--- config.mk ---
export PLATFORM = sky130hd
export DESIGN_NAME = dma4_ctrl
export DESIGN_NICKNAME = d
export VERILOG_FILES = /design/src/rtl/dma4_pkg.sv /design/src/rtl/dma4_regs.sv /design/src/rtl/dma4_engine.sv /design/src/rtl/dma4_ctrl.sv
export SDC_FILE = /design/constraint.sdc
export NUM_CORES = 1
export LEC_CHECK = 0
export BUFFER_PORTS_ARGS = -buffer_cell sky130_fd_sc_hd__clkbuf_2
export CELL_PAD_IN_SITES_DETAIL_PLACEMENT = 0
export CELL_PAD_IN_SITES_GLOBAL_PLACEMENT = 1
export CORE_ASPECT_RATIO = 1.25
export CORE_MARGIN = 4
export CORE_UTILIZATION = 47
export CTS_CLUSTER_DIAMETER = 80
export CTS_CLUSTER_SIZE = 12
export DETAILED_ROUTE_END_ITERATION = 12
export GPL_TIMING_DRIVEN = 0
export PLACE_DENSITY = 0.77
export SETUP_SLACK_MARGIN = 0.05
export SYNTH_ARGS = -nofsm -noshare
export SYNTH_HDL_FRONTEND = slang
export SYNTH_HIERARCHICAL = 1
export SYNTH_SLANG_ARGS = --single-unit
--- constraint.sdc ---
create_clock -name clk -period 3.9 [get_ports clk]
set_input_delay 0.195 -clock clk [delete_from_list [all_inputs] [get_ports clk]]
set_output_delay 0.195 -clock clk [all_outputs]
set_load 0.01 [all_outputs]
--- src/rtl/dma4_pkg.sv ---
package dma4_pkg;
  localparam int REG_W  = 16;
  localparam int BYTE_W = 8;

  typedef logic [REG_W-1:0]  reg_t;
  typedef logic [BYTE_W-1:0] byte_t;

  typedef enum logic [2:0] {
    ST_IDLE,
    ST_HOLD,
    ST_ADDR,
    ST_XFER,
    ST_GAP
  } eng_st_e;

  function automatic reg_t addr_step(reg_t a);
    return a + reg_t'(1);
  endfunction

  function automatic reg_t count_step(reg_t c);
    return c - reg_t'(1);
  endfunction

  function automatic logic count_is_tc(reg_t c);
    return c == '0;
  endfunction

  function automatic byte_t upper_of(reg_t v);
    return v[REG_W-1:REG_W-BYTE_W];
  endfunction

  function automatic byte_t lower_of(reg_t v);
    return v[BYTE_W-1:0];
  endfunction
endpackage

--- src/rtl/dma4_regs.sv ---
module dma4_regs
  import dma4_pkg::*;
#(
  parameter int NCH = 4,
  localparam int CHW = $clog2(NCH)
) (
  input  logic                       clk,
  input  logic                       rst_n,
  input  logic                       wr_en,
  input  logic [CHW-1:0]             wr_ch,
  input  logic                       wr_cnt,
  input  logic                       wr_hi,
  input  byte_t                      wr_data,
  input  logic                       upd,
  input  logic [CHW-1:0]             upd_ch,
  output logic [NCH-1:0][REG_W-1:0]  addr_q,
  output logic [NCH-1:0][REG_W-1:0]  cnt_q
);
  for (genvar c = 0; c < NCH; c++) begin : g_ch
    reg_t a_r, n_r;
    logic sel_w, sel_u;
    assign sel_w = wr_en && (wr_ch == CHW'(c));
    assign sel_u = upd && (upd_ch == CHW'(c));

    always_ff @(posedge clk or negedge rst_n) begin
      if (!rst_n) begin
        a_r <= '0;
        n_r <= '0;
      end else if (sel_w) begin
        if (wr_cnt) begin
          if (wr_hi) n_r[REG_W-1:BYTE_W] <= wr_data;
          else       n_r[BYTE_W-1:0]     <= wr_data;
        end else begin
          if (wr_hi) a_r[REG_W-1:BYTE_W] <= wr_data;
          else       a_r[BYTE_W-1:0]     <= wr_data;
        end
      end else if (sel_u) begin
        a_r <= addr_step(a_r);
        n_r <= count_step(n_r);
      end
    end

    assign addr_q[c] = a_r;
    assign cnt_q[c]  = n_r;
  end
endmodule

--- src/rtl/dma4_engine.sv ---
module dma4_engine
  import dma4_pkg::*;
#(
  parameter int NCH = 4,
  localparam int CHW = $clog2(NCH)
) (
  input  logic                       clk,
  input  logic                       rst_n,
  input  logic [NCH-1:0]             req,
  input  logic                       hlda,
  input  logic [NCH-1:0][REG_W-1:0]  addr_q,
  input  logic [NCH-1:0][REG_W-1:0]  cnt_q,
  input  logic                       dir_wr,
  output logic                       idle,
  output logic                       hrq,
  output logic                       aen,
  output logic                       adstb,
  output byte_t                      a_lo,
  output byte_t                      a_hi,
  output logic [NCH-1:0]             dack,
  output logic                       mem_rd,
  output logic                       mem_wr,
  output logic                       io_rd_o,
  output logic                       io_wr_o,
  output logic                       tc,
  output logic                       done,
  output logic [CHW-1:0]             cur_ch
);
  eng_st_e st_q, st_d;
  logic    hi_valid;
  byte_t   last_hi;
  reg_t    cur_addr, cur_cnt;
  logic    any_req, in_xfer, take;

  function automatic logic [CHW-1:0] pick(logic [NCH-1:0] r);
    logic [CHW-1:0] p = '0;
    for (int i = NCH - 1; i >= 0; i--) if (r[i]) p = CHW'(i);
    return p;
  endfunction

  assign any_req  = |req;
  assign cur_addr = addr_q[cur_ch];
  assign cur_cnt  = cnt_q[cur_ch];
  assign in_xfer  = (st_q == ST_XFER);
  assign take     = ((st_q == ST_HOLD) || (st_q == ST_GAP)) && hlda && any_req;

  always_comb begin
    st_d = st_q;
    unique case (st_q)
      ST_IDLE: if (any_req) st_d = ST_HOLD;
      ST_HOLD: if (!any_req) st_d = ST_IDLE; else if (hlda) st_d = ST_ADDR;
      ST_ADDR: st_d = ST_XFER;
      ST_XFER: st_d = ST_GAP;
      ST_GAP:  st_d = take ? ST_ADDR : ST_IDLE;
      default: st_d = ST_IDLE;
    endcase
  end

  always_ff @(posedge clk or negedge rst_n) begin
    if (!rst_n) begin
      st_q     <= ST_IDLE;
      cur_ch   <= '0;
      hi_valid <= 1'b0;
      last_hi  <= '0;
    end else begin
      st_q <= st_d;
      if (take) cur_ch <= pick(req);
      if (st_q == ST_IDLE || st_q == ST_HOLD) hi_valid <= 1'b0;
      else if (in_xfer) begin
        hi_valid <= 1'b1;
        last_hi  <= upper_of(cur_addr);
      end
    end
  end

  assign idle    = (st_q == ST_IDLE);
  assign hrq     = !idle;
  assign aen     = (st_q == ST_ADDR) || in_xfer || (st_q == ST_GAP);
  assign adstb   = (st_q == ST_ADDR) && (!hi_valid || (upper_of(cur_addr) != last_hi));
  assign a_lo    = lower_of(cur_addr);
  assign a_hi    = upper_of(cur_addr);
  assign dack    = in_xfer ? ({{(NCH-1){1'b0}}, 1'b1} << cur_ch) : '0;
  assign mem_wr  = in_xfer && dir_wr;
  assign io_rd_o = in_xfer && dir_wr;
  assign mem_rd  = in_xfer && !dir_wr;
  assign io_wr_o = in_xfer && !dir_wr;
  assign tc      = in_xfer && count_is_tc(cur_cnt);
  assign done    = in_xfer;
endmodule

--- src/rtl/dma4_ctrl.sv ---
module dma4_ctrl
  import dma4_pkg::*;
#(
  parameter int NCH = 4
) (
  input  logic           clk,
  input  logic           rst_n,
  input  logic           cs,
  input  logic           io_rd_i,
  input  logic           io_wr_i,
  input  logic [3:0]     a_i,
  input  logic [7:0]     d_i,
  output logic [7:0]     d_o,
  output logic           d_oe,
  input  logic [NCH-1:0] dreq,
  output logic [NCH-1:0] dack,
  output logic           hrq,
  input  logic           hlda,
  output logic [7:0]     a_o,
  output logic           adstb,
  output logic           aen,
  output logic           ctl_oe,
  output logic           mem_rd,
  output logic           mem_wr,
  output logic           io_rd_o,
  output logic           io_wr_o,
  output logic           tc
);
  localparam int CHW    = $clog2(NCH);
  localparam int TCS_B  = NCH;
  localparam int DIR_B  = NCH + 1;
  localparam int MODE_W = NCH + 2;

  logic [MODE_W-1:0]         mode_q;
  logic [NCH-1:0]            flags;
  logic                      bptr;
  logic [NCH-1:0][REG_W-1:0] addr_q, cnt_q;
  logic                      idle, xfer_done, tc_hit, stat_rd;
  logic                      slv_wr, slv_rd, sel_mode, chan_wr;
  logic [CHW-1:0]            cur_ch, sel_ch;
  logic [NCH-1:0]            mode_en;
  logic                      tc_stop;
  byte_t                     a_hi, rd_byte;
  reg_t                      sel_reg;

  assign slv_wr   = cs && io_wr_i && idle;
  assign slv_rd   = cs && io_rd_i && idle;
  assign sel_mode = a_i[3];
  assign sel_ch   = a_i[CHW:1];
  assign chan_wr  = slv_wr && !sel_mode;
  assign stat_rd  = slv_rd && sel_mode;
  assign mode_en  = mode_q[NCH-1:0];
  assign tc_stop  = mode_q[TCS_B];
  assign tc_hit   = xfer_done && tc;

  dma4_regs #(.NCH(NCH)) u_regs (
    .clk(clk), .rst_n(rst_n),
    .wr_en(chan_wr), .wr_ch(sel_ch), .wr_cnt(a_i[0]), .wr_hi(bptr), .wr_data(d_i),
    .upd(xfer_done), .upd_ch(cur_ch),
    .addr_q(addr_q), .cnt_q(cnt_q)
  );

  dma4_engine #(.NCH(NCH)) u_eng (
    .clk(clk), .rst_n(rst_n),
    .req(dreq & mode_en), .hlda(hlda),
    .addr_q(addr_q), .cnt_q(cnt_q), .dir_wr(mode_q[DIR_B]),
    .idle(idle), .hrq(hrq), .aen(aen), .adstb(adstb),
    .a_lo(a_o), .a_hi(a_hi), .dack(dack),
    .mem_rd(mem_rd), .mem_wr(mem_wr), .io_rd_o(io_rd_o), .io_wr_o(io_wr_o),
    .tc(tc), .done(xfer_done), .cur_ch(cur_ch)
  );

  always_ff @(posedge clk or negedge rst_n) begin
    if (!rst_n) begin
      mode_q <= '0;
      flags  <= '0;
      bptr   <= 1'b0;
    end else begin
      if (slv_wr && sel_mode) begin
        mode_q <= d_i[MODE_W-1:0];
        bptr   <= 1'b0;
      end else if ((slv_wr || slv_rd) && !sel_mode) begin
        bptr <= !bptr;
      end
      if (tc_hit) begin
        flags[cur_ch] <= 1'b1;
        if (tc_stop) mode_q[cur_ch] <= 1'b0;
      end else if (stat_rd) begin
        flags <= '0;
      end
    end
  end

  assign sel_reg = a_i[0] ? cnt_q[sel_ch] : addr_q[sel_ch];
  assign rd_byte = sel_mode ? byte_t'(flags)
                 : (bptr ? upper_of(sel_reg) : lower_of(sel_reg));
  assign d_o     = adstb ? a_hi : rd_byte;
  assign d_oe    = adstb || slv_rd;
  assign ctl_oe  = aen;
endmodule

==> results.ini, run 1 <==
[finish]
area_growth_pct=12.8
finish.utilization_pct=53.9
drive_gt1_share_pct=15.6
nFillCells=2229
diodes=0
seqCellArea_um2=3830
stdcell_count=1631
fin_area_um2=12400
finalNetCount=1361
multi_input_area_um2=6690

[power]
power_density_nw_per_um2=607
seqPwrFrac_pct=35.7
worst_ir_drop_vdd_v=0.000343
power_frac_clock_pct=23.2
combPwrFrac_pct=41.1
p_leak_uw=0.00506
p_int_uw=4300
finalPower_uw=7520
swShare_pct=42.8
netSwitchingPower_uw=3220

[placement]
place_hpwl_mm=32.5
port_buffers=48
place_congestion=0.996
dp_cells=1594
place_area_um2=11600

[setup_path]
crit-reg2reg-launch=u_eng/st_q[0]
max_stage_delay_ps=560
path_max_fanout=10
worstPathRequired_ps=3700
path_cells=buf_8 -> mux4_2 -> xor2_1 -> nor3_2 -> a211oi_4 -> or3_1 -> buf_6 -> a221oi_2 -> o21ai_1 -> o211ai_1 -> buf_2
critPathKind=register to output port
end_kind=output port
path_buf_inv=3
setup.worst_path.start=u_eng/cur_ch[0]
r2r_end=u_regs/g_ch[3].n_r[2]
rrSetupSlack_ps=420
critPathArrivalTime_ps=3530
cp_top_family=compound AO/OA/AOI/OAI gates
worst_path_max_delay_cell=mux4_2
startpoint_type=register
r2r.worst_path.cells=12

[timing]
fin_crit_ps=3720
fin_skew_ps=8.60
finalCritPeriodShare_pct=95.5
fmax_mhz=269
worstMarginPinSlew_ps=1160
rsz0062_at_grt=true
finalSetupViolCount=0
hold_viol=0
final_max_slew_viol_count=0
maxSlewHeadroom_pct=22.7

[synthesis]
synth_edf_count=0
synth.ff_latch_count=153
avgSynthCellArea_um2=8.74
synth_area_um2=11000
ys.flop_type=dfrtp_1
seq_area_frac_synth_pct=34.9
async_flop_share_pct=100
synth_cell_type_count=82
synth_warnings=6
synth_cells=1257
syn_nets=1287

[detailed_routing]
wl_per_cell_um=26.6
final_antenna_net_count=0
route.vias.total=11200
drcViolationCount=0
drtIter0Drc=1370
dr.pass1.iters=7
via_per_inst=6.88
wirelength_mm=43.5

[clocking]
cts_sinks=153
clock_latency_ps=440
cts_tree=done
clkTransAtPathRegs_ps=60
cts_buffers=17
clock_path_buffers=2
clk_root_buffer_cell=clkbuf_16
h-tree-depth=4

[global_routing]
grt_pass1_vias=10500
grt_max_degree=89
grt_pass1_wl_mm=65.1
grt-ovfl-total=0
grt_antenna_before_repair=1
grt.total_usage_pct=33.8

[worst_hold_path]
hold_path_class=primary input to register
holdPathEnd=mode_q[1]
holdPathStages=3
worstHoldStart=d_i[1]

[floorplan]
dieWidth_um=145
core-area_um2=23000
start_util_pct=47.8
die_area_um2=25900
rows=62
io_pins=52
die_y_um=179

[outcome]
outcome=completed

[job]
drv_cap=0

[registers in the layout, indices dropped and copies added, names as in the netlist]
name	count
u_regs/g_ch.a_r	64
u_eng/st_q	3
u_eng/last_hi	8
u_regs/g_ch.n_r	64
bptr	1
mode_q	6
u_eng/hi_valid	1
flags	4
u_eng/cur_ch	2
[layout make-up]
cell class / instances / share of cell area [%]
multi-input cells: 997 / 54.0
flip-flops and latches: 153 / 31.0
plain buffers: 84 / 3.94
clock buffers: 19 / 3.66
well taps: 288 / 2.91
repair buffers: 55 / 2.64
clock inverters: 12 / 1.21
inverters: 23 / 0.697
[worst max-delay path by stage]
stage	end	slack (ps)	depth (start not counted)
after floorplan	d_o[2]	890	10
after global placement	u_regs/g_ch[0].n_r[2]	-330	1
after detailed placement	d_o[0]	-160	11
after CTS	d_o[3]	80	13
after global routing	d_o[3]	40	11
final	d_o[0]	180	11
[Yosys cell counts, types with 9 or more instances]
cell      count  share of area (%)
a21o_1       12               0.82
or3_1        14               0.80
a21oi_1     118                5.4
buf_2        17               0.77
inv_1        23               0.79
nor3_1       37                1.7
a22oi_1      11               0.75
o211ai_1     11               0.75
clkbuf_1     44                1.5
and3_1       10               0.57
o22a_1       25                2.0
nand3_1      34                1.5
o21a_1        9               0.62
o22ai_1      17               0.97
mux4_2       31                6.4
o21ai_0      77                3.5
a221oi_1     10               0.80
mux2i_1      32                2.9
a21boi_0      9               0.62
and2_1       14               0.80
nand2b_1     11               0.63
nor4_1       26                1.5
dfrtp_1     153                 35
nor2b_1       9               0.51
nor2_1      125                4.3
nand4_1      22                1.3
nand2_1     138                4.7
a31oi_1      26                1.5
a22o_1       10               0.80
[layout by cell type, fill, tap and decap left out, types with 9 or more instances in the layout]
cell / count
dfrtp_1: 151
nand2_1: 138
nor2_1: 125
a21oi_1: 118
o21ai_0: 77
clkbuf_1: 44
clkbuf_2: 43
nor3_1: 36
nand3_1: 34
mux4_2: 33
mux2i_1: 29
nor4_1: 26
a31oi_1: 26
o22a_1: 25
inv_1: 23
nand4_1: 22
buf_2: 21
clkbuf_16: 17
o22ai_1: 17
and2_1: 14
or3_1: 14
buf_4: 12
a21o_1: 12
o211ai_1: 11
a22oi_1: 11
nand2b_1: 11
and3_1: 10
a22o_1: 10
nor2b_1: 9
o21a_1: 9
a21boi_0: 9
[worst reg2reg max path, delay by kind of cell (launching register included)]
kind            cells  cell delay (ps)
buf+inv             5             1420
compound gates      2              250
simple gates        5             1190
flops               1              480
[stage by stage]
step                setup slack, ps  hold WS [ps]  setup TNS, ps
finish                          176          16.0              0
global route                   45.0          23.0              0
CTS                            81.2          11.0              0
detailed placement             -159           235           -435
global placement               -327           430         -48080
floorplan                       892          -101              0
[power by group through the flow]
stage / sequential [uW] / clock, uW / combinational, uW
6_report: 2680 / 1740 / 3090
5_1_grt: 2710 / 1830 / 3360
4_1_cts: 2650 / 1760 / 2980
3_5_place_dp: 2700 / 0 / 2880
3_3_place_gp: 2690 / 0 / 2840
2_1_floorplan: 2340 / 0 / 2080
[layer usage]
metal  part of all wire [%]  vias to the layer above  track usage, %
met4                    4.6                        0            15.1
met2                     47                      636            54.6
met3                    9.3                      114            6.54
li1                       -                     4939               -
met5                      0                        -               0
met1                     39                     5532            43.9
[cells by family after synthesis]
logic type / synth area share [%]
compound gates: 25.0
xor+xnor: 0.877
fa+ha+maj: 0.912
buf+inv: 5.10
flops: 34.9
mux: 11.8
simple gates: 21.5
[timing repair]
| action | CTS | global route |
|---|---|---|
| buffers inserted | 3 | 1 |
| endpoints found under the setup margin | 9 | 8 |
| gates resized for setup | 10 | 20 |
| pin swaps | 2 | 3 |
| hold buffers | 2 | 0 |
| gates cloned | 0 | 0 |
| endpoints found under the hold margin | 66 | 0 |
Power figures use the tool's default switching activity.
==> inputs of run 2 (changes only) <==
--- a/config.mk
+++ b/config.mk
@@ -5,7 +5,6 @@
 export SDC_FILE = /design/constraint.sdc
 export NUM_CORES = 1
 export LEC_CHECK = 0
-export BUFFER_PORTS_ARGS = -buffer_cell sky130_fd_sc_hd__clkbuf_2
 export CELL_PAD_IN_SITES_DETAIL_PLACEMENT = 0
 export CELL_PAD_IN_SITES_GLOBAL_PLACEMENT = 1
 export CORE_ASPECT_RATIO = 1.25
@@ -14,8 +13,10 @@
 export CTS_CLUSTER_DIAMETER = 80
 export CTS_CLUSTER_SIZE = 12
 export DETAILED_ROUTE_END_ITERATION = 12
-export GPL_TIMING_DRIVEN = 0
-export PLACE_DENSITY = 0.77
+export DONT_BUFFER_PORTS = 1
+export GPL_TIMING_DRIVEN = 1
+export HOLD_SLACK_MARGIN = 0.06
+export PLACE_DENSITY = 0.75
 export SETUP_SLACK_MARGIN = 0.05
 export SYNTH_ARGS = -nofsm -noshare
 export SYNTH_HDL_FRONTEND = slang
==> run 2 against run 1 <==
Clock-buffer cell count up 2. Core utilization down 2.3 points. Register-to-register slack better by 220 ps. Flip-flop and latch count is the same. Global-route usage is 0.89 points lower. Sequential power hardly changed. First-iteration DRC count increased by 11%. Die area unchanged. Maximum frequency up 2.6%. Critical path type unchanged. Critical endpoint is now d_o[2].
==> results.ini, run 2 (synthesis results as in run 1) <==
[outcome]
outcome=completed

[finish]
finalNetCount=1264
finish.utilization_pct=51.6
top_regs=u_regs/g_ch.a_r (64), u_regs/g_ch.n_r (64), u_eng/last_hi (8)
stdcell_count=1536
area_growth_pct=7.96
mostFrequentLayoutCells=151 x dfrtp_1, 138 x nand2_1, 125 x nor2_1, 118 x a21oi_1, 77 x o21ai_0
mostFrequentLayoutCell=dfrtp_1
drive_gt1_share_pct=11.0

[clocking]
post_cts_buffers=0
clock_latency_ps=440
clk_root_buffer_cell=clkbuf_16
clock_path_buffers=2
cts_sinks=153
cts_buffers=17
clkTransAtPathRegs_ps=60
h-tree-depth=4
cts_tree=done

[global_routing]
grt_max_degree=154
grt.total_usage_pct=32.9
grt-ovfl-total=0
grt_antenna_before_repair=2
grt_pass1_wl_mm=64.0
grt_pass1_vias=10200

[power]
worst_ir_drop_vdd_v=0.000334
power_density_nw_per_um2=600
p_leak_uw=0.00476

[detailed_routing]
route.vias.total=10800
wirelength_mm=42.3
drtIter0Drc=1519
dr.pass1.iters=7
via_per_inst=7.01
drcViolationCount=0
final_antenna_net_count=0
wl_per_cell_um=27.5

[floorplan]
start_util_pct=47.8
die_y_um=179
die_area_um2=25900
core-area_um2=23000
io_pins=52
dieWidth_um=145
rows=62

[timing]
fin_crit_ps=3630
tns_ps=0
finalSetupViolCount=0
final_max_slew_viol_count=0
worstMarginPinSlew_ps=1170
fmax_mhz=275
finalCritPeriodShare_pct=93.1
hold_viol=0
fin_skew_ps=9.97
rsz0062_at_grt=false
maxSlewHeadroom_pct=21.5

[setup_path]
critPathArrivalTime_ps=3430
startpoint_type=register
worstPathRequired_ps=3700
critPathKind=register to output port
r2r.worst_path.cells=10
path_max_fanout=16
end_kind=output port

[placement]
place_congestion=0.971
place_hpwl_mm=28.7
port_buffers=0
dp_cells=1488

[job]
drv_cap=0

[worst_hold_path]
hold_path_class=primary input to register
holdPathStages=2

run 2: what timing repair did:
item,4_1_cts,5_1_grt
hold buffers,15,0
resized for setup,0,1
endpoints found under the hold margin,239,0
setup endpoints to repair,0,8
run 2: cell type report:
| cell class | count | area [um^2] |
|---|---|---|
| diodes | 1 | 2.50 |
| clock buffers | 21 | 470 |
| clock inverters | 11 | 120 |
| fillers | 2158 | 11100 |
| inverters | 23 | 86.3 |
| multi-input cells | 997 | 6610 |
| flip-flops and latches | 153 | 3830 |
| well taps | 288 | 360 |
| repair buffers | 42 | 370 |
run 2: report_power, final:
group	internal, uW	switching, uW	total, uW
clock	991	709	1700
sequential	1960	712	2670
combinational	1130	1620	2740
run 2: final timing paths:
check / startpoint / to / slack [ps]
setup / recovery: u_eng/cur_ch[0] / d_o[2] / 270
hold / removal: d_i[7] / u_regs/g_ch[0].n_r[15] / 70
setup reg to reg: u_eng/st_q[0] / u_regs/g_ch[1].a_r[14] / 640
hold reg to reg: u_eng/last_hi[3] / u_eng/last_hi[3] / 500
max in group asynchronous: rst_n / u_eng/cur_ch[1] / 2710
min in group asynchronous: rst_n / u_regs/g_ch[0].a_r[4] / 450
run 2: worst max-delay path, cell delays in order (launching register included):
cell,delay (ps)
dfrtp_2,420
buf_4,320
mux4_2,600
xor2_1,180
nor3_1,240
a211oi_2,110
or3_1,500
a221oi_1,280
o21ai_1,110
o211ai_1,240
run 2: routing by layer:
metal	routed length [um]	track usage (%)	up-vias
met1	16100	41.7	5202
met2	19300	51.1	657
met5	0	0	-
met4	3180	21.0	0
met3	3670	6.43	155
li1	-	-	4746
run 2: stage by stage:
stage               power [uW]  hold slack (ps)  worst slack (ps)  instance area (um^2)
floorplan                 4420             -101               892                 11000
global placement          5250            -96.9               627                 11100
detailed placement        5270            -96.0               616                 11100
CTS                       7080             60.4               120                 11900
global route              7480             67.1               117                 11900
finish                    7110             71.5               270                 11900
==> inputs of run 3 (changes only) <==
--- a/config.mk
+++ b/config.mk
@@ -17,8 +17,11 @@
 export GPL_TIMING_DRIVEN = 1
 export HOLD_SLACK_MARGIN = 0.06
 export PLACE_DENSITY = 0.75
+export RECOVER_POWER = 50
+export REMOVE_ABC_BUFFERS = 1
 export SETUP_SLACK_MARGIN = 0.05
 export SYNTH_ARGS = -nofsm -noshare
 export SYNTH_HDL_FRONTEND = slang
 export SYNTH_HIERARCHICAL = 1
 export SYNTH_SLANG_ARGS = --single-unit
+export TNS_END_PERCENT = 1
==> run 3 against run 2 <==
The flow now finishes with violations (max-capacitance violations, max-slew violations). First-iteration DRC count fell by 12%. Global-route usage fell by 0.55 points. Worst setup slack improved by 54 ps. Register-to-register slack barely moved.
==> results.ini, run 3 (synthesis results as in run 1) <==
[global_routing]
grt.total_usage_pct=32.4
grt_pass1_vias=10100
grt_max_degree=154
grt_antenna_before_repair=1
grt-ovfl-total=0
grt_pass1_wl_mm=62.7

[clocking]
cts_buffers=17
clk_root_buffer_cell=clkbuf_16
cts_tree=done
post_cts_buffers=0
h-tree-depth=4
clkTransAtPathRegs_ps=60
clock_latency_ps=440
cts_sinks=153
clock_path_buffers=2

[setup_path]
path_cells=mux4_2 -> xnor2_1 -> o311ai_1 -> a2111oi_2 -> a211oi_4 -> or3_4 -> a221oi_1 -> o21ai_1 -> o211ai_1
r2r.worst_path.cells=10
critPathKind=register to output port
critPathArrivalTime_ps=3380
max_stage_delay_ps=590
worst_path_max_delay_cell=mux4_2
worstPathRequired_ps=3700
startpoint_type=register
end_kind=output port
path_max_fanout=14

[floorplan]
io_pins=52
die_y_um=179
start_util_pct=47.8
dieWidth_um=145
core-area_um2=23000
die_area_um2=25900
rows=62

[finish]
finalNetCount=1264
area_growth_pct=8.50
mostFrequentLayoutCells=151 x dfrtp_1, 138 x nand2_1, 125 x nor2_1, 118 x a21oi_1, 77 x o21ai_0
finish.utilization_pct=51.9
nFillCells=2174
stdcell_count=1536
top_regs=u_regs/g_ch.a_r (64), u_regs/g_ch.n_r (64), u_eng/last_hi (8)
drive_gt1_share_pct=11.1
mostFrequentLayoutCell=dfrtp_1

[power]
p_leak_uw=0.00478
power_density_nw_per_um2=611
netSwitchingPower_uw=3020
combPwrFrac_pct=37.4
worst_ir_drop_vdd_v=0.000340
power_frac_clock_pct=26.0
seqPwrFrac_pct=36.6
swShare_pct=41.5
p_int_uw=4260

[worst_hold_path]
hold_path_class=primary input to register
holdPathStages=2

[timing]
hold_viol=0
worstMarginPinSlew_ps=2270
fmax_mhz=280
finalSetupViolCount=0
finalCritPeriodShare_pct=91.7
final_max_slew_viol_count=154
rsz0062_at_grt=false
fin_skew_ps=9.09
maxSlewHeadroom_pct=-51.3
fin_crit_ps=3580

[outcome]
outcome=complete, but fails checks
violations=max-capacitance violations, max-slew violations

[detailed_routing]
final_antenna_net_count=0
via_per_inst=7.04
wirelength_mm=41.6
drcViolationCount=0
dr.pass1.iters=8
drtIter0Drc=1330
route.vias.total=10800
wl_per_cell_um=27.1

[placement]
dp_cells=1489
place_hpwl_mm=28.4
place_congestion=0.959
port_buffers=0

[job]
drv_cap=1

-- run 3: repair_timing --
action,4_1_cts,5_1_grt
hold buffers,14,0
endpoints found under the setup margin,0,8
hold endpoints to repair,236,0
gates resized for setup,0,3
-- run 3: final timing paths --
kind	startpoint	slack, ps	endpoint
max	u_eng/cur_ch[0]	320	d_o[2]
min	d_i[0]	80	u_regs/g_ch[2].a_r[8]
max reg2reg	u_eng/st_q[0]	630	u_regs/g_ch[0].a_r[11]
min reg2reg	mode_q[4]	480	mode_q[0]
max in group asynchronous	rst_n	1490	u_regs/g_ch[1].n_r[10]
min in group asynchronous	rst_n	910	mode_q[3]
-- run 3: area by class of cell --
class / instances / area, um^2 / area share [%]
Multi-Input combinational cell: 997 / 6630 / 55.6
Antenna cell: 1 / 2.50 / 0.0210
Clock buffer: 21 / 470 / 3.95
Tap cell: 288 / 360 / 3.02
Sequential cell: 153 / 3830 / 32.2
Clock inverter: 11 / 193 / 1.62
Inverter: 23 / 86.3 / 0.725
Timing Repair Buffer: 42 / 344 / 2.89
-- run 3: power groups by stage --
| stage | Combinational, uW | Sequential [uW] | Clock, uW |
|---|---|---|---|
| global placement | 2540 | 2650 | 0 |
| global route | 2940 | 2700 | 2000 |
| finish | 2720 | 2660 | 1890 |
| detailed placement | 2570 | 2660 | 0 |
| floorplan | 1850 | 2430 | 0 |
| CTS | 2660 | 2630 | 1920 |
-- run 3: worst max-delay path: cells and delay by family (launching register included) --
kind / cells / cell delay, ps
mux: 1 / 590
compound gates: 6 / 1280
simple gates: 1 / 430
xor+xnor: 1 / 160
flops: 1 / 500
-- run 3: through the flow --
| stage | instance area [um^2] | setup WS, ps | hold slack, ps | total power, uW | setup TNS, ps |
|---|---|---|---|---|---|
| floorplan | 10500 | -121 | -101 | 4280 | -1140 |
| global placement | 11100 | 668 | -96.4 | 5190 | 0 |
| detailed placement | 11100 | 564 | -96.2 | 5230 | 0 |
| CTS | 11900 | 100 | 60.2 | 7220 | 0 |
| global route | 11900 | 95.9 | 73.5 | 7640 | 0 |
| finish | 11900 | 324 | 81.4 | 7270 | 0 |
-- run 3: per-layer routing --
metal	up-vias	GRT usage, %	routed length, um	part of all wire [%]
met5	-	0	0	0
met4	0	17.8	2680	6.4
met3	169	7.60	3910	9.4
met2	631	50.6	19000	46
met1	5259	41.3	16000	39
li1	4753	-	-	-
